===== config.mk =====
export PLATFORM = sky130hd
export DESIGN_NAME = ccnf_keystream
export DESIGN_NICKNAME = d
export VERILOG_FILES = /design/src/rtl/ccnf_pkg.sv /design/src/rtl/ccnf_ctrl_lfsr.sv /design/src/rtl/ccnf_data_lfsr.sv /design/src/rtl/ccnf_filter.sv /design/src/rtl/ccnf_keystream.sv
export SDC_FILE = /design/constraint.sdc
export NUM_CORES = 1
export LEC_CHECK = 0
export CAP_MARGIN = 20
export CORE_MARGIN = 2
export CORE_UTILIZATION = 42
export CTS_BUF_LIST = sky130_fd_sc_hd__clkbuf_2 sky130_fd_sc_hd__clkbuf_4 sky130_fd_sc_hd__clkbuf_8
export CTS_CLUSTER_DIAMETER = 80
export DETAILED_ROUTE_END_ITERATION = 8
export GPL_TIMING_DRIVEN = 0
export PLACE_DENSITY_LB_ADDON = 0.3
export SYNTH_ARGS = -nofsm -noshare
export SYNTH_HDL_FRONTEND = slang
export SYNTH_HIERARCHICAL = 1
export SYNTH_SLANG_ARGS = --single-unit

===== constraint.sdc =====
create_clock -name clk -period 2.4 [get_ports clk]
set_input_delay 0.36 -clock clk [delete_from_list [all_inputs] [get_ports clk]]
set_output_delay 0.36 -clock clk [all_outputs]
set_load 0.03 [all_outputs]

===== src/rtl/ccnf_pkg.sv =====
package ccnf_pkg;
    localparam int CW         = 128;
    localparam int DW         = 127;
    localparam int NTAP       = 12;
    localparam int NSTEP      = 4;
    localparam int TAP_STRIDE = 11;
    localparam int TBL        = 1 << NTAP;
    localparam int INIT_BITS  = CW + DW;
    localparam int CNT_W      = $clog2(INIT_BITS + 1);
    localparam int KW         = $clog2(NSTEP);

    typedef logic [CW-1:0]   ctrl_t;
    typedef logic [DW-1:0]   data_t;
    typedef logic [NTAP-1:0] addr_t;

    typedef enum logic [1:0] {PH_IDLE, PH_INIT, PH_KEY} phase_e;

    typedef struct packed {
        addr_t [NSTEP-1:0] cand;
        logic  [KW-1:0]    ksel;
    } tap_pipe_t;

    localparam ctrl_t CTRL_TAPS_DEF = (ctrl_t'(1) << 127) | (ctrl_t'(1) << 126)
                                    | (ctrl_t'(1) << 125) | (ctrl_t'(1) << 120);
    localparam data_t DATA_TAPS_DEF = (data_t'(1) << 126) | (data_t'(1) << 125);

    function automatic ctrl_t ctrl_next(ctrl_t s, ctrl_t taps);
        return {s[CW-2:0], ^(s & taps)};
    endfunction

    function automatic data_t data_next(data_t s, data_t taps);
        return {s[DW-2:0], ^(s & taps)};
    endfunction

    function automatic addr_t tap_pick(data_t s);
        addr_t a;
        for (int i = 0; i < NTAP; i++) a[i] = s[i*TAP_STRIDE];
        return a;
    endfunction

    function automatic ctrl_t ctrl_nz(ctrl_t s);
        return (s == '0) ? ctrl_t'(1) : s;
    endfunction

    function automatic data_t data_nz(data_t s);
        return (s == '0) ? data_t'(1) : s;
    endfunction

    function automatic logic [TBL-1:0] filter_default();
        logic [TBL-1:0] t;
        for (int a = 0; a < TBL; a++) begin
            addr_t x = addr_t'(a);
            t[a] = x[0] ^ x[3] ^ x[7] ^ (x[1] & x[5]) ^ (x[2] & x[9] & x[11])
                 ^ (x[4] & x[6]) ^ (x[8] & x[10]);
        end
        return t;
    endfunction
endpackage


===== src/rtl/ccnf_ctrl_lfsr.sv =====
module ccnf_ctrl_lfsr
    import ccnf_pkg::*;
#(
    parameter ctrl_t TAPS = CTRL_TAPS_DEF
) (
    input  logic          clk,
    input  logic          rst,
    input  logic          load,
    input  ctrl_t         load_val,
    input  logic          step,
    output ctrl_t         state,
    output logic [KW-1:0] kcode
);
    // kcode is k-1: the index of the advanced data copy to take
    assign kcode = {state[0], state[CW-2]};

    always_ff @(posedge clk) begin
        if (rst)       state <= '0;
        else if (load) state <= load_val;
        else if (step) state <= ctrl_next(state, TAPS);
    end
endmodule


===== src/rtl/ccnf_data_lfsr.sv =====
module ccnf_data_lfsr
    import ccnf_pkg::*;
#(
    parameter data_t TAPS = DATA_TAPS_DEF
) (
    input  logic          clk,
    input  logic          rst,
    input  logic          load,
    input  data_t         load_val,
    input  logic          step,
    input  logic [KW-1:0] kcode,
    output data_t         state,
    output tap_pipe_t     pipe
);
    data_t adv [NSTEP];

    assign adv[0] = data_next(state, TAPS);
    for (genvar j = 1; j < NSTEP; j++) begin : g_adv
        assign adv[j] = data_next(adv[j-1], TAPS);
    end

    always_ff @(posedge clk) begin
        if (rst)       state <= '0;
        else if (load) state <= load_val;
        else if (step) state <= adv[kcode];
    end

    // equal-latency registers on the tap outputs of every advanced copy
    always_ff @(posedge clk) begin
        if (rst) begin
            pipe <= '0;
        end else begin
            for (int j = 0; j < NSTEP; j++) pipe.cand[j] <= tap_pick(adv[j]);
            pipe.ksel <= kcode;
        end
    end
endmodule


===== src/rtl/ccnf_filter.sv =====
module ccnf_filter
    import ccnf_pkg::*;
#(
    parameter logic [TBL-1:0] TABLE = filter_default()
) (
    input  logic      clk,
    input  logic      rst,
    input  tap_pipe_t pipe,
    output logic      z
);
    addr_t addr;
    assign addr = pipe.cand[pipe.ksel];

    always_ff @(posedge clk) begin
        if (rst) z <= 1'b0;
        else     z <= TABLE[addr];
    end
endmodule


===== src/rtl/ccnf_keystream.sv =====
module ccnf_keystream
    import ccnf_pkg::*;
#(
    parameter ctrl_t          CTRL_TAPS    = CTRL_TAPS_DEF,
    parameter data_t          DATA_TAPS    = DATA_TAPS_DEF,
    parameter logic [TBL-1:0] FILTER_TABLE = filter_default()
) (
    input  logic          clk,
    input  logic          rst,
    input  logic          start_i,
    input  logic [CW-1:0] key_i,
    input  logic [DW-1:0] iv_i,
    output logic          busy_o,
    output logic          ks_bit_o,
    output logic          ks_valid_o
);
    phase_e                phase;
    logic                  pass;
    logic [CNT_W-1:0]      scnt;
    logic [CNT_W-1:0]      bcnt;
    logic [INIT_BITS-1:0]  wb;
    logic [INIT_BITS-1:0]  wb_next;
    logic                  v1, v2;
    logic                  accept, step, capture, reload, load;
    logic [KW-1:0]         kcode;
    ctrl_t                 c_state, c_load;
    data_t                 d_state, d_load;
    tap_pipe_t             pipe;
    logic                  z;

    assign accept  = start_i && (phase != PH_INIT);
    assign step    = (phase == PH_KEY) ||
                     ((phase == PH_INIT) && (scnt < CNT_W'(INIT_BITS)));
    assign capture = (phase == PH_INIT) && v2;
    assign reload  = capture && (bcnt == CNT_W'(INIT_BITS - 1));
    assign load    = accept || reload;
    assign wb_next = {wb[INIT_BITS-2:0], z};
    assign c_load  = accept ? ctrl_nz(key_i) : ctrl_nz(wb_next[INIT_BITS-1 -: CW]);
    assign d_load  = accept ? data_nz(iv_i)  : data_nz(wb_next[DW-1:0]);

    ccnf_ctrl_lfsr #(.TAPS(CTRL_TAPS)) u_ctrl (
        .clk(clk), .rst(rst), .load(load), .load_val(c_load), .step(step),
        .state(c_state), .kcode(kcode)
    );

    ccnf_data_lfsr #(.TAPS(DATA_TAPS)) u_data (
        .clk(clk), .rst(rst), .load(load), .load_val(d_load), .step(step),
        .kcode(kcode), .state(d_state), .pipe(pipe)
    );

    ccnf_filter #(.TABLE(FILTER_TABLE)) u_filt (
        .clk(clk), .rst(rst), .pipe(pipe), .z(z)
    );

    always_ff @(posedge clk) begin
        if (rst) begin
            phase <= PH_IDLE;
            pass  <= 1'b0;
            scnt  <= '0;
            bcnt  <= '0;
            wb    <= '0;
            v1    <= 1'b0;
            v2    <= 1'b0;
        end else begin
            v1 <= step && !load;
            v2 <= accept ? 1'b0 : v1;
            if (accept) begin
                phase <= PH_INIT;
                pass  <= 1'b0;
                scnt  <= '0;
                bcnt  <= '0;
            end else if (phase == PH_INIT) begin
                if (step) scnt <= scnt + 1'b1;
                if (capture) begin
                    wb   <= wb_next;
                    bcnt <= bcnt + 1'b1;
                end
                if (reload) begin
                    scnt <= '0;
                    bcnt <= '0;
                    if (pass) phase <= PH_KEY;
                    else      pass  <= 1'b1;
                end
            end
        end
    end

    assign busy_o     = (phase == PH_INIT);
    assign ks_valid_o = v2 && (phase == PH_KEY);
    assign ks_bit_o   = z;
endmodule


==> impl_metrics.env <==
export IMPL_status="complete, but fails checks"
export IMPL_violations="setup timing"
export IMPL_pre_cts_ws_ns=-1.18
export IMPL_gp_congestion=0.872
export IMPL_synth_yosys_warnings=6
export IMPL_syn_num_nets=4046
export IMPL_layout_min_cycle_time_ns=2.44
export IMPL_max_freq_mhz=409
export IMPL_most_common_layout_cells="nand2_1 (1413), dfxtp_1 (580), a21oi_1 (391), clkdlybuf4s50_1 (257), nor2_1 (157)"
export IMPL_cts_max_path_buffers=3
export IMPL_syn_inst=3785
export IMPL_grt_max_degree=16
export IMPL_power_density_mw_per_mm2=637
export IMPL_cp_start_kind="flip-flop"
export IMPL_htreeDepth=3
export IMPL_clkSinkCount=581
export IMPL_p_clk_frac=0.424
export IMPL_ir_drop_mv=0.386
export IMPL_setup_violations=1
export IMPL_slew_limit_headroom=0.371
export IMPL_drt_initial_drc_count=2536
export IMPL_tightest_slew_ns=0.935
export IMPL_skew_ns=0.0615
export IMPL_drc=0
export IMPL_drv_cap=0
export IMPL_place_area_mm2=0.0342
export IMPL_grt_pass1_wl_um=145000
export IMPL_rows=98
export IMPL_cp_arrival_ns=3.08
export IMPL_viasPerCell=5.47
export IMPL_fin_area_mm2=0.0366
export IMPL_cp_required_ns=3.03
export IMPL_path_clk_slew_ns=0.06
export IMPL_design_core_area_mm2=0.0715
export IMPL_period_share=1.02
export IMPL_cts_tree="yes"
export IMPL_fillers=6775
export IMPL_io_pins=261
export IMPL_crit_fanout=4
export IMPL_first_global_vias=26600
export IMPL_initial_core_util=0.425
export IMPL_combPwrFrac=0.136
export IMPL_cts_root_buf="clkbuf_8"
export IMPL_met2_usage=0.378
export IMPL_critPathCaptureType="flip-flop"
export IMPL_totalWireLength_um=93900
export IMPL_mostFrequentLayoutCell="nand2_1"
export IMPL_hold_buffers=0
export IMPL_antenna_found_initial=5
export IMPL_die_w_um=273
export IMPL_crit_type="flip-flop to flip-flop"
export IMPL_finalHoldViolCount=0
export IMPL_finalPower_w=0.0233
export IMPL_clk_latency_ns=0.73
export IMPL_dpl_hpwl_um=68700
export IMPL_worst_slack_ns=-0.0435
export IMPL_drive_gt1_frac=0.145
export IMPL_vias=28400
export IMPL_cts_inserted_buffers=100
export IMPL_min_path_type="primary input to flip-flop"
export IMPL_gr_usage_met1=0.332
export IMPL_synth_area_mm2=0.0304
export IMPL_syn_to_final_growth_pct=20.7
export IMPL_p_sw_w=0.00628
export IMPL_io_buffers=260
export IMPL_ant_nets=0
export IMPL_syn_area_per_cell_um2=8.02
export IMPL_crit_start="wb[63]"
export IMPL_p_sw_frac=0.269
export IMPL_die_y_um=273
export IMPL_busiest_layer="met2"
export IMPL_report_final_slew_viol_count=0
export IMPL_grt_use_total=0.245
export IMPL_pwr_share_seq=0.440
export IMPL_rr_startpoint="wb[63]"
export IMPL_dieArea_mm2=0.0744
export IMPL_grt_use_met3=0.0463
export IMPL_globalRouteOverflowTotal=0
export IMPL_p_leak_nw=14.1
export IMPL_drt_first_pass_iters=5
export IMPL_wl_per_cell_um=18.1
export IMPL_min_from="start_i"
export IMPL_intPower_w=0.0171
export IMPL_finalNetCount=4410
-- power by group through the flow --
| stage | registers [W] | clock network, W | logic [W] |
|---|---|---|---|
| after global placement | 0.0105 | 0 | 0.00306 |
| after floorplan | 0.0103 | 0 | 0.00199 |
| final | 0.0103 | 0.00988 | 0.00318 |
| after CTS | 0.0103 | 0.0101 | 0.00313 |
| after global routing | 0.0103 | 0.0105 | 0.00343 |
| after detailed placement | 0.0105 | 0 | 0.00309 |
-- layer usage --
layer / share of wire / up-vias
li1: - / 13700
met1: 0.44 / 13400
met2: 0.45 / 1029
met3: 0.074 / 194
met4: 0.040 / 2
met5: 0.00012 / -
-- cell type report --
cell class / count / area (um2) / area share
multi-input combinational: 2777 / 16800 / 0.458
sequential: 581 / 11600 / 0.318
timing repair buffer: 263 / 2620 / 0.0716
clock buffer: 165 / 2070 / 0.0565
buffer: 296 / 1670 / 0.0457
tap: 950 / 1190 / 0.0324
inverter: 130 / 488 / 0.0133
clock inverter: 20 / 171 / 0.00468
antenna: 3 / 7.51 / 0.000205
-- per-stage QoR --
stage / util / setup TNS, ns / hold slack [ns] / instances
3_5_place_dp: 0.478 / -251.54 / 0.404 / 4997
4_1_cts: 0.511 / 0 / 0.210 / 5183
6_report: 0.512 / -0.0435 / 0.252 / 5185
5_1_grt: 0.512 / -0.0463 / 0.239 / 5184
2_1_floorplan: - / 0 / 0.394 / 3785
3_3_place_gp: 0.478 / -243.57 / 0.403 / 4995
-- path summary, 6_finish.rpt --
check                                        to  slack, ns  cells past startpoint
worst max-delay path            u_data/state[0]      -0.04                      7
worst max register to register  u_data/state[0]      -0.04                      7
worst min-delay path                   phase[0]       0.25                      3
worst min register to register               v2       0.41                      2
-- critical path, cell delays in order, from the launching register on --
cell	delay [ns]
dfxtp_1	0.36
nor4_1	0.65
nand4_1	0.33
nor4_2	0.52
a211oi_1	0.15
nor2_1	0.16
a21oi_1	0.08
o22ai_1	0.14
-- repair_timing --
action	CTS	global route
resized for setup	68	31
pin swaps	1	0
buffers inserted	1	0
setup endpoints to repair	241	239
-- registers in the layout, indices dropped and copies added (netlist names) --
name	flops
u_ctrl/state	128
scnt	8
wb	254
phase	2
u_data/pipe	50
u_filt/z	1
pass	1
u_data/state	127
v2	1
v1	1
bcnt	8
No activity file was read; power rests on OpenSTA's default activity.
